### src/rtl/gpio_irq_pkg.sv
package gpio_irq_pkg;

    // Register word indices (byte offset / 4)
    localparam int unsigned WORD_MASK   = 0;
    localparam int unsigned WORD_SENSE  = 1;
    localparam int unsigned WORD_POL    = 2;
    localparam int unsigned WORD_ANY    = 3;
    localparam int unsigned WORD_CLEAR  = 4;
    localparam int unsigned WORD_RAW    = 5;
    localparam int unsigned WORD_MASKED = 6;

    typedef enum logic [2:0] {
        SEL_MASK,
        SEL_SENSE,
        SEL_POL,
        SEL_ANY,
        SEL_CLEAR,
        SEL_RAW,
        SEL_MASKED,
        SEL_NONE
    } reg_sel_e;

    function automatic reg_sel_e decode_word(input int unsigned word);
        case (word)
            WORD_MASK:   return SEL_MASK;
            WORD_SENSE:  return SEL_SENSE;
            WORD_POL:    return SEL_POL;
            WORD_ANY:    return SEL_ANY;
            WORD_CLEAR:  return SEL_CLEAR;
            WORD_RAW:    return SEL_RAW;
            WORD_MASKED: return SEL_MASKED;
            default:     return SEL_NONE;
        endcase
    endfunction

endpackage

### src/rtl/gpio_irq_cfg_regs.sv
module gpio_irq_cfg_regs
    import gpio_irq_pkg::*;
#(
    parameter int PINS   = 8,
    parameter int ADDR_W = 5
) (
    input  logic              clk,
    input  logic              rst_n,
    input  logic              bus_wr,
    input  logic [ADDR_W-1:0] bus_addr,
    input  logic [PINS-1:0]   bus_wdata,
    input  logic [PINS-1:0]   raw,
    output logic [PINS-1:0]   bus_rdata,
    output logic [PINS-1:0]   clr,
    output logic [PINS-1:0]   mask,
    output logic [PINS-1:0]   sense,
    output logic [PINS-1:0]   pol,
    output logic [PINS-1:0]   any_edge
);

    localparam int WORD_W = ADDR_W - 2;

    typedef struct packed {
        logic [PINS-1:0] mask;
        logic [PINS-1:0] sense;
        logic [PINS-1:0] pol;
        logic [PINS-1:0] any_edge;
    } cfg_t;

    cfg_t     cfg_d, cfg_q;
    reg_sel_e sel;

    logic [WORD_W-1:0] word;
    logic              unused_addr_lsb;

    assign word            = bus_addr[ADDR_W-1:2];
    assign unused_addr_lsb = ^bus_addr[1:0];
    assign sel             = decode_word(int'(unsigned'(word)));

    always_comb begin
        cfg_d     = cfg_q;
        clr       = '0;
        bus_rdata = '0;
        if (bus_wr) begin
            case (sel)
                SEL_MASK:  cfg_d.mask     = bus_wdata;
                SEL_SENSE: cfg_d.sense    = bus_wdata;
                SEL_POL:   cfg_d.pol      = bus_wdata;
                SEL_ANY:   cfg_d.any_edge = bus_wdata;
                SEL_CLEAR: clr            = bus_wdata;
                default:   ;
            endcase
        end
        case (sel)
            SEL_MASK:   bus_rdata = cfg_q.mask;
            SEL_SENSE:  bus_rdata = cfg_q.sense;
            SEL_POL:    bus_rdata = cfg_q.pol;
            SEL_ANY:    bus_rdata = cfg_q.any_edge;
            SEL_RAW:    bus_rdata = raw;
            SEL_MASKED: bus_rdata = raw & cfg_q.mask;
            default:    bus_rdata = '0;
        endcase
    end

    always_ff @(posedge clk) begin
        if (!rst_n) begin
            cfg_q <= '0;
        end else begin
            cfg_q <= cfg_d;
        end
    end

    assign mask     = cfg_q.mask;
    assign sense    = cfg_q.sense;
    assign pol      = cfg_q.pol;
    assign any_edge = cfg_q.any_edge;

endmodule

### src/rtl/gpio_irq_edge_detect.sv
module gpio_irq_edge_detect #(
    parameter int PINS = 8
) (
    input  logic            clk,
    input  logic            rst_n,
    input  logic [PINS-1:0] pin_level,
    input  logic [PINS-1:0] pin_dir,
    input  logic [PINS-1:0] sense,
    input  logic [PINS-1:0] pol,
    input  logic [PINS-1:0] any_edge,
    output logic [PINS-1:0] hit
);

    logic [PINS-1:0] prev_d, prev_q;

    always_comb begin
        prev_d = pin_level;
    end

    always_ff @(posedge clk) begin
        if (!rst_n) begin
            prev_q <= '0;
        end else begin
            prev_q <= prev_d;
        end
    end

    for (genvar i = 0; i < PINS; i++) begin : g_pin
        logic moved;
        logic at_pol;
        logic edge_hit;

        always_comb begin
            moved    = (pin_level[i] ^ prev_q[i]) & ~pin_dir[i];
            at_pol   = ~(pin_level[i] ^ pol[i]);
            edge_hit = moved & (any_edge[i] | at_pol);
            hit[i]   = sense[i] ? at_pol : edge_hit;
        end
    end

endmodule

### src/rtl/gpio_irq_status.sv
module gpio_irq_status #(
    parameter int PINS = 8
) (
    input  logic            clk,
    input  logic            rst_n,
    input  logic [PINS-1:0] hit,
    input  logic [PINS-1:0] clr,
    input  logic [PINS-1:0] mask,
    output logic [PINS-1:0] raw,
    output logic            irq
);

    typedef struct packed {
        logic [PINS-1:0] raw;
        logic            irq;
    } st_t;

    st_t st_d, st_q;

    always_comb begin
        st_d     = st_q;
        // detection wins over a simultaneous clear
        st_d.raw = (st_q.raw & ~clr) | hit;
        st_d.irq = |(st_q.raw & mask);
    end

    always_ff @(posedge clk) begin
        if (!rst_n) begin
            st_q <= '0;
        end else begin
            st_q <= st_d;
        end
    end

    assign raw = st_q.raw;
    assign irq = st_q.irq;

endmodule

### src/rtl/gpio_irq_detector.sv
module gpio_irq_detector #(
    parameter int PINS   = 8,
    parameter int ADDR_W = 5
) (
    input  logic              clk,
    input  logic              rst_n,
    input  logic [PINS-1:0]   pin_level,
    input  logic [PINS-1:0]   pin_dir,
    input  logic              bus_wr,
    input  logic [ADDR_W-1:0] bus_addr,
    input  logic [PINS-1:0]   bus_wdata,
    output logic [PINS-1:0]   bus_rdata,
    output logic              irq
);

    logic [PINS-1:0] raw_vec;
    logic [PINS-1:0] clr_vec;
    logic [PINS-1:0] mask_vec;
    logic [PINS-1:0] sense_vec;
    logic [PINS-1:0] pol_vec;
    logic [PINS-1:0] any_vec;
    logic [PINS-1:0] hit_vec;

    gpio_irq_cfg_regs #(
        .PINS   (PINS),
        .ADDR_W (ADDR_W)
    ) regs_i (
        .clk       (clk),
        .rst_n     (rst_n),
        .bus_wr    (bus_wr),
        .bus_addr  (bus_addr),
        .bus_wdata (bus_wdata),
        .raw       (raw_vec),
        .bus_rdata (bus_rdata),
        .clr       (clr_vec),
        .mask      (mask_vec),
        .sense     (sense_vec),
        .pol       (pol_vec),
        .any_edge  (any_vec)
    );

    gpio_irq_edge_detect #(
        .PINS (PINS)
    ) detect_i (
        .clk       (clk),
        .rst_n     (rst_n),
        .pin_level (pin_level),
        .pin_dir   (pin_dir),
        .sense     (sense_vec),
        .pol       (pol_vec),
        .any_edge  (any_vec),
        .hit       (hit_vec)
    );

    gpio_irq_status #(
        .PINS (PINS)
    ) status_i (
        .clk   (clk),
        .rst_n (rst_n),
        .hit   (hit_vec),
        .clr   (clr_vec),
        .mask  (mask_vec),
        .raw   (raw_vec),
        .irq   (irq)
    );

endmodule

### config.mk
export PLATFORM = sky130hd
export DESIGN_NAME = gpio_irq_detector
export DESIGN_NICKNAME = d
export VERILOG_FILES = /design/src/rtl/gpio_irq_pkg.sv /design/src/rtl/gpio_irq_cfg_regs.sv /design/src/rtl/gpio_irq_edge_detect.sv /design/src/rtl/gpio_irq_status.sv /design/src/rtl/gpio_irq_detector.sv
export SDC_FILE = /design/constraint.sdc
export NUM_CORES = 1
export LEC_CHECK = 0
export ABC_AREA = 1
export BUFFER_PORTS_ARGS = -buffer_cell sky130_fd_sc_hd__buf_4
export CAP_MARGIN = 10
export CELL_PAD_IN_SITES_DETAIL_PLACEMENT = 1
export CELL_PAD_IN_SITES_GLOBAL_PLACEMENT = 1
export CORE_UTILIZATION = 36
export CTS_BUF_LIST = sky130_fd_sc_hd__clkbuf_8
export DETAILED_ROUTE_END_ITERATION = 7
export PLACE_DENSITY = 0.76
export SYNTH_ARGS = -nofsm -noshare
export SYNTH_HDL_FRONTEND = slang
export SYNTH_HIERARCHICAL = 1
export SYNTH_SLANG_ARGS = --single-unit
### constraint.sdc
create_clock -name clk -period 1.34 [get_ports clk]
set_clock_uncertainty 0.1 [all_clocks]
set_input_delay 0.268 -clock clk [delete_from_list [all_inputs] [get_ports clk]]
set_output_delay 0.268 -clock clk [all_outputs]
set_load 0.005 [all_outputs]
==> PnR_summary.wiki, run 1 <==
{| class="wikitable"
! Metric !! Value
|-
| Result of the run || finished, violations left
|-
| Violations in the final reports || setup timing
|-
| Antenna violations before repair || 0
|-
| Endpoint, Worst Hold || detect_i/prev_q[2]
|-
| WS Path Type || register to output port
|-
| Reg-to-reg slack, setup || 0.17 ns
|-
| Critical R2R Launch || regs_i/pol[2]
|-
| Arr. time, crit path || between 1 and 1.5 ns
|-
| Initial Util || between 30 and 40%
|-
| Internal power consumption || about 2.5 mW
|-
| 1st-iter DRT viols || between 100 and 150
|-
| Area growth from synthesis to final layout || 39.5%
|-
| Count of filler cells inserted in the layout || 1012
|-
| Maximum fanout along the worst path || 3
|-
| Final-report setup violation count || 8
|-
| Total gr overflow || 0
|-
| Worst setup margin || -0.235 ns
|-
| Met1 Track Usage GR || 30.5%
|-
| Post-Syn Area || approximately 0.0028 mm2
|-
| Hold-fix buffers, CTS || 0
|-
| CTS tree || done
|-
| Gp weighted congestion || ~0.85
|-
| Clock-pin slew on the worst setup and hold paths || around 0.1 ns
|-
| Pin count of the biggest net entering global routing || 26
|-
| Setup repair after global routing missed its margin || true
|-
| Vias || around 3300
|-
| Main synth FF type || sky130_fd_sc_hd__dfxtp_1
|-
| Core Box Area || ~0.0074 mm2
|-
| Share of async-settable or async-resettable flops after synthesis || 0%
|-
| Final TNS setup || -1.08 ns
|-
| Minimum period implied by the final worst setup slack || approximately 1.6 ns
|-
| DRT Pass-1 Iters || 4
|-
| Number of buffers created by CTS || 5
|-
| Number of top-level pins || 41
|-
| Sw frac || between 20% and 30%
|-
| Main combinational cell family by area after synthesis || simple AND/OR/NAND/NOR gates
|-
| Most used standard cell by instance count after synthesis || sky130_fd_sc_hd__nand2_1
|-
| Met3 track utilization from global routing || roughly 3.2%
|-
| Clock network fraction of total power || 36.4%
|-
| Slew Viols, Final || 0
|-
| Synthesized-area fraction occupied by adder cells || 0%
|-
| Net Count, Synth || between 500 and 600
|-
| Post-synth EDFFs || 0
|-
| CP Launch Type || register
|-
| Row cnt || 31
|-
| Post-synthesis simple-gate area fraction || 44.0%
|-
| WL/cell || roughly 16 um
|-
| Reg power frac || 44.9%
|-
| Via/cell ratio || roughly 5.1
|-
| Tot GR Track Use || around 26%
|-
| Leak || between 1.5 and 2 nW
|-
| Actual transition at the worst max-transition pin || roughly 0.27 ns
|-
| Register area || just over 0.001 mm2
|-
| Worst max-slew margin expressed relative to the limit || about four fifths
|-
| Relative contribution of combinational cells to total power || a little under a fifth
|-
| DRT antenna net count || 0
|-
| Detailed-route wire length || roughly 10000 um
|-
| Clk buf depth || 2
|-
| Class of the tightest hold or removal check || primary input to register
|-
| Vias in the first global route || around 3500
|-
| GR Util met2 || 48.2%
|-
| Die outline width || around 90 um
|-
| Switching power of the nets || between 0.9 and 1 mW
|-
| Mean instance size in the synthesized netlist || ~5.9 um2
|-
| Final net count || 588
|-
| Inserted Diodes || 0
|-
| Number of I/O port buffers || 38
|-
| Hold path start || pin_level[2]
|-
| Cell Pwr Density || roughly 900 mW/mm2
|-
| R2r worst-path depth || 7
|-
| Area share of the largest cell type after synthesis || 35.1%
|-
| Post-detail-place hpwl || about 7000 um
|-
| Cell taking the most area after synthesis || sky130_fd_sc_hd__dfxtp_1
|-
| Hold Fails Final Rpt || 0
|-
| Number of H-tree levels || 2
|-
| Post-synthesis sequential element count || just under 50
|-
| Total area of multi-input combinational cells || ~0.0015 mm2
|-
| Routing layer with the top usage in global route || met2
|-
| Cells on Worst Hold Path || 3
|-
| Floorplan die height || about 90 um
|-
| # clock sinks || 49
|-
| Reg-to-reg endpoint || status_i/raw[2]
|-
| Area share of xor/xnor cells in the synthesized design || 0%
|-
| Die area || 0.00811 mm2
|-
| Number of warnings issued by yosys || 6
|-
| Worst EP required || around 0.97 ns
|-
| Dominant cells by area after synthesis || sky130_fd_sc_hd__dfxtp_1, sky130_fd_sc_hd__nand2_1, sky130_fd_sc_hd__nor2_1, sky130_fd_sc_hd__inv_1, sky130_fd_sc_hd__nand4_1
|-
| Complex-gate fraction of the synthesized area || 8.07%
|-
| Part of the Yosys area used for sequential elements || 35.1%
|-
| Instance count of the mapped netlist || about 470
|-
| Most common library cells after synthesis || sky130_fd_sc_hd__nand2_1, sky130_fd_sc_hd__nor2_1, sky130_fd_sc_hd__inv_1, sky130_fd_sc_hd__dfxtp_1, sky130_fd_sc_hd__nand3_1
|-
| Cell at the root of the clock tree || sky130_fd_sc_hd__clkbuf_8
|-
| Capturing element type of the critical path || output port
|-
| Max-Cap Viols || 0
|-
| Layout cells sized above 1 || approximately 28%
|-
| Highest clock rate || 635 MHz
|-
| Total DRC errors in the routed layout || 0
|-
| Period utilization || 118%
|-
| Wire length of the first global-routing pass || between 15000 and 20000 um
|-
| Worst ir drop on vdd || between 400 and 500 uV
|-
| Pre-CTS setup slack || -0.180 ns
|-
| Post-synthesis mux area share || 0%
|-
| Worst-skew pair later-pin latency || 0.31 ns
|-
| Number of unique standard cell types used by synthesis || 20
|}
through the flow:
step	power (mW)	std cells	util, %	hold slack, ns	area [um2]
global route	3.67	656	52.9	0.0815	3890
finish	3.50	656	52.9	0.0746	3890
CTS	3.49	650	51.4	0.0684	3780
floorplan	1.90	474	-	0.261	2840
global placement	2.16	630	47.0	0.363	3460
detailed placement	2.19	630	47.0	0.373	3460
final cells by class:
class,instances,area share [%]
clock buffers,5,1.77
clock inverters,3,1.67
inverters,77,7.87
multi-input cells,333,39.7
flip-flops and latches,49,26.3
well taps,99,3.18
repair buffers,90,19.5
critical path, cell delays in order (launching register included):
cell                      delay, ns
sky130_fd_sc_hd__dfxtp_2       0.36
sky130_fd_sc_hd__inv_1         0.07
sky130_fd_sc_hd__o21ai_1       0.20
sky130_fd_sc_hd__nand2_1       0.09
sky130_fd_sc_hd__nand2_1       0.09
sky130_fd_sc_hd__buf_4         0.11
cells in the final DEF, fill, tap and decap left out, types with 3 or more instances in the layout:
master	instances
sky130_fd_sc_hd__nand2_1	125
sky130_fd_sc_hd__nor2_1	98
sky130_fd_sc_hd__buf_4	78
sky130_fd_sc_hd__inv_1	71
sky130_fd_sc_hd__dfxtp_2	26
sky130_fd_sc_hd__nand4_1	24
sky130_fd_sc_hd__dfxtp_1	20
sky130_fd_sc_hd__a21oi_1	17
sky130_fd_sc_hd__nand3_1	16
sky130_fd_sc_hd__nand3_2	9
sky130_fd_sc_hd__nor3_1	8
sky130_fd_sc_hd__a21boi_1	8
sky130_fd_sc_hd__buf_6	7
sky130_fd_sc_hd__o21ai_1	7
sky130_fd_sc_hd__o21ai_0	7
sky130_fd_sc_hd__clkbuf_8	5
sky130_fd_sc_hd__buf_12	4
sky130_fd_sc_hd__nor2_4	4
sky130_fd_sc_hd__nand2_2	3
sky130_fd_sc_hd__dfxtp_4	3
power groups by stage:
stage | registers [mW] | logic [mW] | clock network (mW)
finish | 1.57 | 0.654 | 1.28
global route | 1.58 | 0.721 | 1.37
CTS | 1.57 | 0.627 | 1.30
detailed placement | 1.61 | 0.579 | 0
global placement | 1.60 | 0.557 | 0
floorplan | 1.59 | 0.307 | 0
routing by layer:
layer	part of all wire, %	up-vias
li1	-	1626
met2	52	78
met5	0	-
met3	4.0	18
met4	1.8	0
met1	42	1615
timing repair:
| action | in CTS | in global routing |
|---|---|---|
| buffers inserted | 12 | 6 |
| setup endpoints to repair | 8 | 8 |
| gates resized for setup | 49 | 20 |
| gates cloned | 0 | 0 |
| pin swaps | 22 | 19 |
kinds of logic (layout without fill, tap and decap cells):
group,Yosys count,after routing
buffers and inverters,92,175
DFF,49,49
AOI/OAI and AO/OA,41,41
and+or+nand+nor,292,292
sequential cells by signal (all words and copies together) (netlist names):
register         cells
regs_i/sense         8
detect_i/prev_q      8
status_i/raw         8
regs_i/any_edge      8
status_i/irq         1
regs_i/pol           8
regs_i/mask          8
worst max path at each step:
stage / startpoint / endpoint / slack, ns / cells after the start
after floorplan: bus_addr[4] / bus_rdata[5] / 0.008 / 7
after global placement: bus_addr[3] / bus_rdata[2] / -0.17 / 8
after detailed placement: bus_addr[3] / bus_rdata[0] / -0.18 / 8
after CTS: regs_i/sense[1] / bus_rdata[1] / -0.15 / 5
after global routing: regs_i/mask[7] / bus_rdata[7] / -0.28 / 5
final: regs_i/mask[7] / bus_rdata[7] / -0.23 / 5
Note: power is estimated with default switching activity, not from simulation.
==> run 2, diff against run 1 <==
--- a/config.mk
+++ b/config.mk
@@ -8,12 +8,10 @@
 export ABC_AREA = 1
 export BUFFER_PORTS_ARGS = -buffer_cell sky130_fd_sc_hd__buf_4
 export CAP_MARGIN = 10
-export CELL_PAD_IN_SITES_DETAIL_PLACEMENT = 1
-export CELL_PAD_IN_SITES_GLOBAL_PLACEMENT = 1
-export CORE_UTILIZATION = 36
+export CORE_UTILIZATION = 50
 export CTS_BUF_LIST = sky130_fd_sc_hd__clkbuf_8
 export DETAILED_ROUTE_END_ITERATION = 7
-export PLACE_DENSITY = 0.76
+export PLACE_DENSITY = 0.73
 export SYNTH_ARGS = -nofsm -noshare
 export SYNTH_HDL_FRONTEND = slang
 export SYNTH_HIERARCHICAL = 1
==> run 2 against run 1 <==
Net effect:
- the flow still finishes with violations (setup timing)
- combinational power rose by 0.9%
- non-clock buffer count rose by 9
- count of clock-buffer cells in the layout did not move
- total power fell by 6.4%
- register-to-register slack improved by 0.02 ns
- final cell count fell by 3.2%
- die area fell by 27%
- global-route usage rose by 5.1 points
- flip-flop and latch count did not move
- routed wire length fell by 15%
- clock power fell by 18%
- critical path type unchanged
- largest cell class unchanged
==> PnR_summary.wiki, run 2 (synthesized netlist as in run 1, its figures left out) <==
{| class="wikitable"
! Metric !! Value
|-
| Result of the run || finished, violations left (unchanged)
|-
| Violations in the final reports || setup timing (unchanged)
|-
| Final net count || 597 (was 588)
|-
| Clock-pin slew on the worst setup and hold paths || 0.09 ns (was 0.10 ns)
|-
| Most frequent cell on the critical path || sky130_fd_sc_hd__nand2_1 (unchanged)
|-
| R2r worst-path depth || 7 (unchanged)
|-
| Actual transition at the worst max-transition pin || 0.362 ns (was 0.274 ns)
|-
| Routing layer with the top usage in global route || met2 (unchanged)
|-
| Max-Cap Viols || 0 (unchanged)
|-
| Overall power of the completed layout || 3.27 mW (was 3.50 mW)
|-
| Cell Pwr Density || 832 mW/mm2 (was 899 mW/mm2)
|-
| Core Box Area || 0.00524 mm2 (was 0.00737 mm2)
|-
| Antenna violations before repair || 0 (unchanged)
|-
| Maximum fanout along the worst path || 3 (unchanged)
|-
| Minimum period implied by the final worst setup slack || 1.48 ns (was 1.57 ns)
|-
| Total area of multi-input combinational cells || 0.00156 mm2 (was 0.00155 mm2)
|-
| Cell-by-cell listing of the critical path || inv_2 -> o21ai_1 -> nand2_1 -> nand2_1 -> buf_6 (was inv_1 -> o21ai_1 -> nand2_1 -> nand2_1 -> buf_4)
|-
| Tot GR Track Use || 30.9% (was 25.8%)
|-
| Die area || 0.00589 mm2 (was 0.00811 mm2)
|-
| Highest clock rate || 675 MHz (was 635 MHz)
|-
| Via/cell ratio || 5.33 (was 5.09)
|-
| Period utilization || 111% (was 118%)
|-
| Post-detail-place hpwl || 5630 um (was 6980 um)
|-
| Floorplan die height || 76.7 um (was 90.1 um)
|-
| Detailed-route wire length || 8670 um (was 10200 um)
|-
| WL/cell || 13.7 um (was 15.5 um)
|-
| Setup repair after global routing missed its margin || true (unchanged)
|-
| Worst slack on hold paths || 0.0678 ns (was 0.0746 ns)
|-
| Total DRC errors in the routed layout || 0 (unchanged)
|-
| # clock sinks || 49 (unchanged)
|-
| Number of buffers created by CTS || 5 (unchanged)
|-
| Worst max-slew margin expressed relative to the limit || 75.8% (was 81.7%)
|-
| Pre-CTS setup slack || -0.158 ns (was -0.180 ns)
|-
| Met1 Track Usage GR || 38.2% (was 30.5%)
|-
| DRT Pass-1 Iters || 5 (was 4)
|-
| Hold Fails Final Rpt || 0 (unchanged)
|-
| Worst-skew pair later-pin latency || 0.31 ns (about the same)
|-
| Wire length of the first global-routing pass || 14200 um (was 16600 um)
|-
| Reg-to-reg endpoint || status_i/raw[1] (was status_i/raw[2])
|-
| Worst EP required || 0.97 ns (about the same)
|-
| DRT antenna net count || 0 (unchanged)
|-
| Inserted Diodes || 0 (unchanged)
|-
| Endpoint, Worst Hold || detect_i/prev_q[6] (was detect_i/prev_q[2])
|-
| Gp weighted congestion || 0.917 (was 0.846)
|-
| Total gr overflow || 0 (unchanged)
|-
| Die outline width || 76.7 um (was 90.1 um)
|-
| Number of top-level pins || 41 (unchanged)
|-
| Final-report setup violation count || 8 (unchanged)
|-
| Hold-fix buffers, CTS || 0 (unchanged)
|-
| Pin count of the biggest net entering global routing || 24 (was 26)
|-
| Initial Util || 53.3% (was 37.9%)
|-
| Fin area || 0.00394 mm2 (was 0.00389 mm2)
|-
| Worst setup margin || -0.141 ns (was -0.235 ns)
|-
| Layout cells sized above 1 || 30.8% (was 27.8%)
|-
| Leak || 1.98 nW (was 1.94 nW)
|-
| Register area || 0.00102 mm2 (unchanged)
|-
| Count of filler cells inserted in the layout || 437 (was 1012)
|-
| Area post-placement || 0.00342 mm2 (was 0.00346 mm2)
|-
| 1st-iter DRT viols || 311 (was 140)
|-
| CTS tree || done (unchanged)
|-
| GR Util met2 || 50.7% (was 48.2%)
|-
| Class of the tightest hold or removal check || primary input to register (unchanged)
|-
| Worst ir drop on vdd || 607 uV (was 437 uV)
|-
| Most frequent standard cell in the layout excluding fill and tap cells || sky130_fd_sc_hd__nand2_1 (unchanged)
|-
| Peak per-stage delay on the critical path || 0.37 ns (was 0.36 ns)
|-
| Cell at the root of the clock tree || sky130_fd_sc_hd__clkbuf_8 (unchanged)
|-
| Slew Viols, Final || 0 (unchanged)
|-
| Clk buf depth || 2 (unchanged)
|-
| WS Path Type || register to output port (unchanged)
|-
| Arr. time, crit path || 1.11 ns (was 1.21 ns)
|-
| Critical R2R Launch || regs_i/pol[1] (was regs_i/pol[2])
|-
| Met3 track utilization from global routing || 5.00% (was 3.21%)
|-
| Vias in the first global route || 3200 (was 3458)
|-
| Number of H-tree levels || 2 (unchanged)
|-
| Crit-path slowest cell || sky130_fd_sc_hd__dfxtp_4 (was sky130_fd_sc_hd__dfxtp_2)
|-
| CP Launch Type || register (unchanged)
|-
| Commonest non-fill, non-tap cells in the layout || sky130_fd_sc_hd__nand2_1, sky130_fd_sc_hd__nor2_1, sky130_fd_sc_hd__buf_4, sky130_fd_sc_hd__inv_1, sky130_fd_sc_hd__dfxtp_2 (unchanged)
|-
| Hold path start || pin_level[6] (was pin_level[2])
|-
| Vias || 3385 (was 3337)
|-
| Number of I/O port buffers || 38 (unchanged)
|-
| Cells on Worst Hold Path || 3 (unchanged)
|-
| Row cnt || 26 (was 31)
|-
| Capturing element type of the critical path || output port (unchanged)
|-
| Area growth from synthesis to final layout || 41.0% (was 39.5%)
|-
| Reg-to-reg slack, setup || 0.19 ns (was 0.17 ns)
|}
run 2: cell types whose count changed in the layout (fill, tap and decap cells not counted), moves of 3 or more:
| cell | previous run | this run |
|---|---|---|
| sky130_fd_sc_hd__nand3_1 | 16 | 13 |
| sky130_fd_sc_hd__inv_1 | 71 | 68 |
| sky130_fd_sc_hd__dfxtp_2 | 26 | 29 |
| sky130_fd_sc_hd__nand3_2 | 9 | 12 |
| sky130_fd_sc_hd__buf_4 | 78 | 86 |
| sky130_fd_sc_hd__inv_2 | 2 | 5 |
run 2: critical path: cells and delay by family, from the launching register on:
family,cells,cell delay (ns)
and+or+nand+nor,2,0.17
AOI/OAI and AO/OA,1,0.13
buffers and inverters,2,0.14
DFF,1,0.37
run 2: worst max path at each step:
| stage | start | end | slack (ns) |
|---|---|---|---|
| floorplan | bus_addr[4] | bus_rdata[5] | 0.008 |
| global placement | bus_addr[2] | bus_rdata[5] | -0.13 |
| detailed placement | bus_addr[3] | bus_rdata[0] | -0.16 |
| CTS | regs_i/any_edge[0] | bus_rdata[0] | -0.12 |
| global route | regs_i/any_edge[0] | bus_rdata[0] | -0.19 |
| finish | regs_i/mask[3] | bus_rdata[3] | -0.14 |
run 2: metrics by stage:
step,instances,utilization [%],TNS (ns)
6_report,635,75.1,-0.844
2_1_floorplan,474,-,0
5_1_grt,635,75.1,-1.37
4_1_cts,634,74.4,-0.730
3_5_place_dp,602,65.3,-3.21
3_3_place_gp,602,65.3,-2.55
run 2: area by class of cell:
class                   instances  area share (%)
clock buffers                   5            1.75
flip-flops and latches         49            26.0
clock inverters                 2           0.890
inverters                      77            7.79
multi-input cells             333            39.7
well taps                      70            2.23
repair buffers                 99            21.6
run 2: layer usage:
| metal | wire [um] | part of all wire (%) |
|---|---|---|
| met3 | 675 | 7.8 |
| met1 | 3640 | 42 |
| met2 | 4060 | 47 |
| met5 | 0 | 0 |
| met4 | 291 | 3.4 |
run 2: where the power goes:
part	internal [mW]	switching (mW)	leakage, nW
Clock	0.543	0.505	0.0540
Sequential	1.52	0.0445	0.416
Combinational	0.299	0.361	1.51
Total	2.36	0.911	1.98
run 2: timing repair:
| item | 4_1_cts | 5_1_grt |
|---|---|---|
| setup buffers | 24 | 1 |
| setup endpoints to repair | 8 | 8 |
| gates resized for setup | 69 | 11 |
| pin swaps | 39 | 8 |
| cloned | 1 | 0 |
==> run 3, diff against run 2 <==
--- a/config.mk
+++ b/config.mk
@@ -11,7 +11,9 @@
 export CORE_UTILIZATION = 50
 export CTS_BUF_LIST = sky130_fd_sc_hd__clkbuf_8
 export DETAILED_ROUTE_END_ITERATION = 7
-export PLACE_DENSITY = 0.73
+export PLACE_DENSITY = 0.7
+export REMOVE_ABC_BUFFERS = 1
+export SETUP_SLACK_MARGIN = 0.5
 export SYNTH_ARGS = -nofsm -noshare
 export SYNTH_HDL_FRONTEND = slang
 export SYNTH_HIERARCHICAL = 1
==> constraint.sdc (replaced) <==
create_clock -name clk -period 1.7 [get_ports clk]
set_clock_uncertainty 0.1 [all_clocks]
set_input_delay 0.34 -clock clk [delete_from_list [all_inputs] [get_ports clk]]
set_output_delay 0.34 -clock clk [all_outputs]
set_load 0.005 [all_outputs]
==> run 3 against run 2 <==
Net effect:
- the flow now finishes without violations
- sequential share of layout area is 0.064 points higher
- sequential power shrank 21%
- combinational power down 22%
- final cell count down 3.0%
- design area fell by 2.2%
- setup slack improved by 0.22 ns
- routed wire length decreased by 2.6%
- total power decreased by 23%
- worst hold slack gained 0.075 ns
- non-clock buffer count down 20
- utilization down 1.6 points
==> PnR_summary.wiki, run 3 (synthesized netlist as in run 1, its figures left out) <==
{| class="wikitable"
! Metric !! Value
|-
| Reg-to-reg endpoint || status_i/raw[3] (was status_i/raw[1])
|-
| DRT antenna net count || 0 (unchanged)
|-
| Max-Cap Viols || 0 (unchanged)
|-
| Setup repair after global routing missed its margin || true (unchanged)
|-
| Initial Util || 53.3% (unchanged)
|-
| Hold-fix buffers, CTS || 0 (unchanged)
|-
| GR Util met2 || 44.7% (was 50.7%)
|-
| Worst max-slew margin expressed relative to the limit || 79.3% (was 75.8%)
|-
| Inserted Diodes || 0 (unchanged)
|-
| CTS tree || done (unchanged)
|-
| 1st-iter DRT viols || 319 (was 311)
|-
| Maximum fanout along the worst path || 8 (was 3)
|-
| Critical R2R Launch || regs_i/pol[3] (was regs_i/pol[1])
|-
| Number of top-level pins || 41 (unchanged)
|-
| Detailed-route wire length || 8450 um (was 8670 um)
|-
| Cell at the root of the clock tree || sky130_fd_sc_hd__clkbuf_8 (unchanged)
|-
| Actual transition at the worst max-transition pin || 0.307 ns (was 0.362 ns)
|-
| Total gr overflow || 0 (unchanged)
|-
| Vias in the first global route || 2761 (was 3200)
|-
| Gp weighted congestion || 0.863 (was 0.917)
|-
| Hold path start || pin_level[4] (was pin_level[6])
|-
| Routing layer with the top usage in global route || met2 (unchanged)
|-
| Capturing element type of the critical path || output port (unchanged)
|-
| Final TNS setup || 0 ns (was -0.844 ns)
|-
| Wire length of the first global-routing pass || 13000 um (was 14200 um)
|-
| Class of the tightest hold or removal check || primary input to register (unchanged)
|-
| Endpoint, Worst Hold || detect_i/prev_q[4] (was detect_i/prev_q[6])
|-
| Minimum period implied by the final worst setup slack || approximately 1.6 ns
|-
| Hold Fails Final Rpt || 0 (unchanged)
|-
| Core Box Area || 0.00524 mm2 (unchanged)
|-
| Worst ir drop on vdd || 386 uV (was 607 uV)
|-
| Overall power of the completed layout || 2.51 mW (was 3.27 mW)
|-
| Layout cells sized above 1 || 26.7% (was 30.8%)
|-
| Area growth from synthesis to final layout || 37.9% (was 41.0%)
|-
| Vias || 3246 (was 3385)
|-
| Post-detail-place hpwl || 5280 um (was 5630 um)
|-
| Via/cell ratio || 5.27 (was 5.33)
|-
| R2r worst-path depth || 5 (was 7)
|-
| Commonest non-fill, non-tap cells in the layout || sky130_fd_sc_hd__nand2_1, sky130_fd_sc_hd__nor2_1, sky130_fd_sc_hd__inv_1, sky130_fd_sc_hd__buf_4, sky130_fd_sc_hd__dfxtp_1 (was sky130_fd_sc_hd__nand2_1, sky130_fd_sc_hd__nor2_1, sky130_fd_sc_hd__buf_4, sky130_fd_sc_hd__inv_1, sky130_fd_sc_hd__dfxtp_2)
|-
| Result of the run || complete, no violations (was finished, violations left)
|-
| Cells on Worst Hold Path || 3 (unchanged)
|-
| Die outline width || 76.7 um (unchanged)
|-
| Number of buffers created by CTS || 5 (unchanged)
|-
| Clk buf depth || 2 (unchanged)
|-
| CP Launch Type || primary input (was register)
|-
| Total DRC errors in the routed layout || 0 (unchanged)
|-
| Final-report setup violation count || 0 (was 8)
|-
| Floorplan die height || 76.7 um (unchanged)
|-
| WL/cell || 13.7 um (about the same)
|-
| Layout Utilization || 73.5% (was 75.1%)
|-
| WS Path Type || primary input to output port (was register to output port)
|-
| Cell Pwr Density || 653 mW/mm2 (was 832 mW/mm2)
|-
| Met3 track utilization from global routing || 3.81% (was 5.00%)
|-
| Most frequent cell on the critical path || sky130_fd_sc_hd__nand2_1 (unchanged)
|-
| Most frequent standard cell in the layout excluding fill and tap cells || sky130_fd_sc_hd__nand2_1 (unchanged)
|-
| Final net count || 577 (was 597)
|-
| Peak per-stage delay on the critical path || 0.16 ns (was 0.37 ns)
|-
| # clock sinks || 49 (unchanged)
|-
| Die area || 0.00589 mm2 (unchanged)
|-
| Crit-path slowest cell || sky130_fd_sc_hd__buf_6 (was sky130_fd_sc_hd__dfxtp_4)
|-
| Clock-pin slew on the worst setup and hold paths || 0.09 ns (about the same)
|-
| Arr. time, crit path || 1.19 ns (was 1.11 ns)
|-
| Slew Viols, Final || 0 (unchanged)
|-
| Period utilization || 95.6%
|-
| Cell-by-cell listing of the critical path || buf_12 -> inv_6 -> nand3_1 -> buf_6 -> o21ai_2 -> nand2_1 -> nand2_1 -> buf_4 (was inv_2 -> o21ai_1 -> nand2_1 -> nand2_1 -> buf_6)
|-
| Tot GR Track Use || 27.9% (was 30.9%)
|-
| Leak || 1.90 nW (was 1.98 nW)
|-
| Number of H-tree levels || 2 (unchanged)
|-
| DRT Pass-1 Iters || 5 (unchanged)
|-
| Antenna violations before repair || 0 (unchanged)
|-
| Highest clock rate || 615 MHz
|-
| Pin count of the biggest net entering global routing || 27 (was 24)
|-
| Worst-skew pair later-pin latency || 0.30 ns (was 0.31 ns)
|-
| Number of I/O port buffers || 38 (unchanged)
|-
| Row cnt || 26 (unchanged)
|-
| Reg-to-reg slack, setup || 0.61 ns (was 0.19 ns)
|-
| Worst EP required || 1.26 ns (was 0.97 ns)
|-
| Met1 Track Usage GR || 38.4% (was 38.2%)
|}
[run 3: timing repair]
item / in CTS / in global routing
endpoints found under the setup margin: 26 / 30
resized for setup: 35 / 58
cloned: 1 / 0
endpoints found under the hold margin: 0 / 0
pin swaps: 8 / 21
buffers inserted: 8 / 8
[run 3: critical path: cells and delay by family]
family,cells,cell delay [ns]
compound gates,1,0.12
simple gates,3,0.25
buf+inv,4,0.46
[run 3: worst max-delay path by stage]
stage                     start      endpoint  slack, ns
floorplan           bus_addr[4]  bus_rdata[0]       0.12
global placement    bus_addr[2]  bus_rdata[6]       0.03
detailed placement  bus_addr[2]  bus_rdata[1]      0.006
CTS                 bus_addr[2]  bus_rdata[6]       0.14
global route        bus_addr[2]  bus_rdata[1]       0.06
finish              bus_addr[2]  bus_rdata[1]       0.07
[run 3: stage by stage]
step	std cells	area, um2	setup slack, ns	hold WS (ns)
after global placement	591	3300	0.0325	0.364
after CTS	608	3600	0.143	0.139
after global routing	616	3850	0.0596	0.161
after floorplan	459	2720	0.117	0.333
after detailed placement	591	3300	0.00577	0.370
final	616	3850	0.0750	0.143
[run 3: cell type report]
| type | instances | area, um2 |
|---|---|---|
| Clock buffer | 7 | 96.3 |
| Tap cell | 70 | 87.6 |
| Timing Repair Buffer | 79 | 726 |
| Sequential cell | 49 | 1000 |
| Clock inverter | 1 | 5.00 |
| Inverter | 77 | 302 |
| Fill cell | 456 | 1390 |
| Multi-Input combinational cell | 333 | 1630 |
[run 3: power by group]
part / total [mW] / internal, mW / switching [mW]
combinational: 0.516 / 0.233 / 0.283
sequential: 1.24 / 1.20 / 0.0400
clock: 0.758 / 0.369 / 0.390
[run 3: per-layer routing]
layer / vias to the layer above / wire, um
li1: 1605 / -
met1: 1475 / 3730
met2: 147 / 3940
met3: 19 / 605
met4: 0 / 172
met5: - / 0
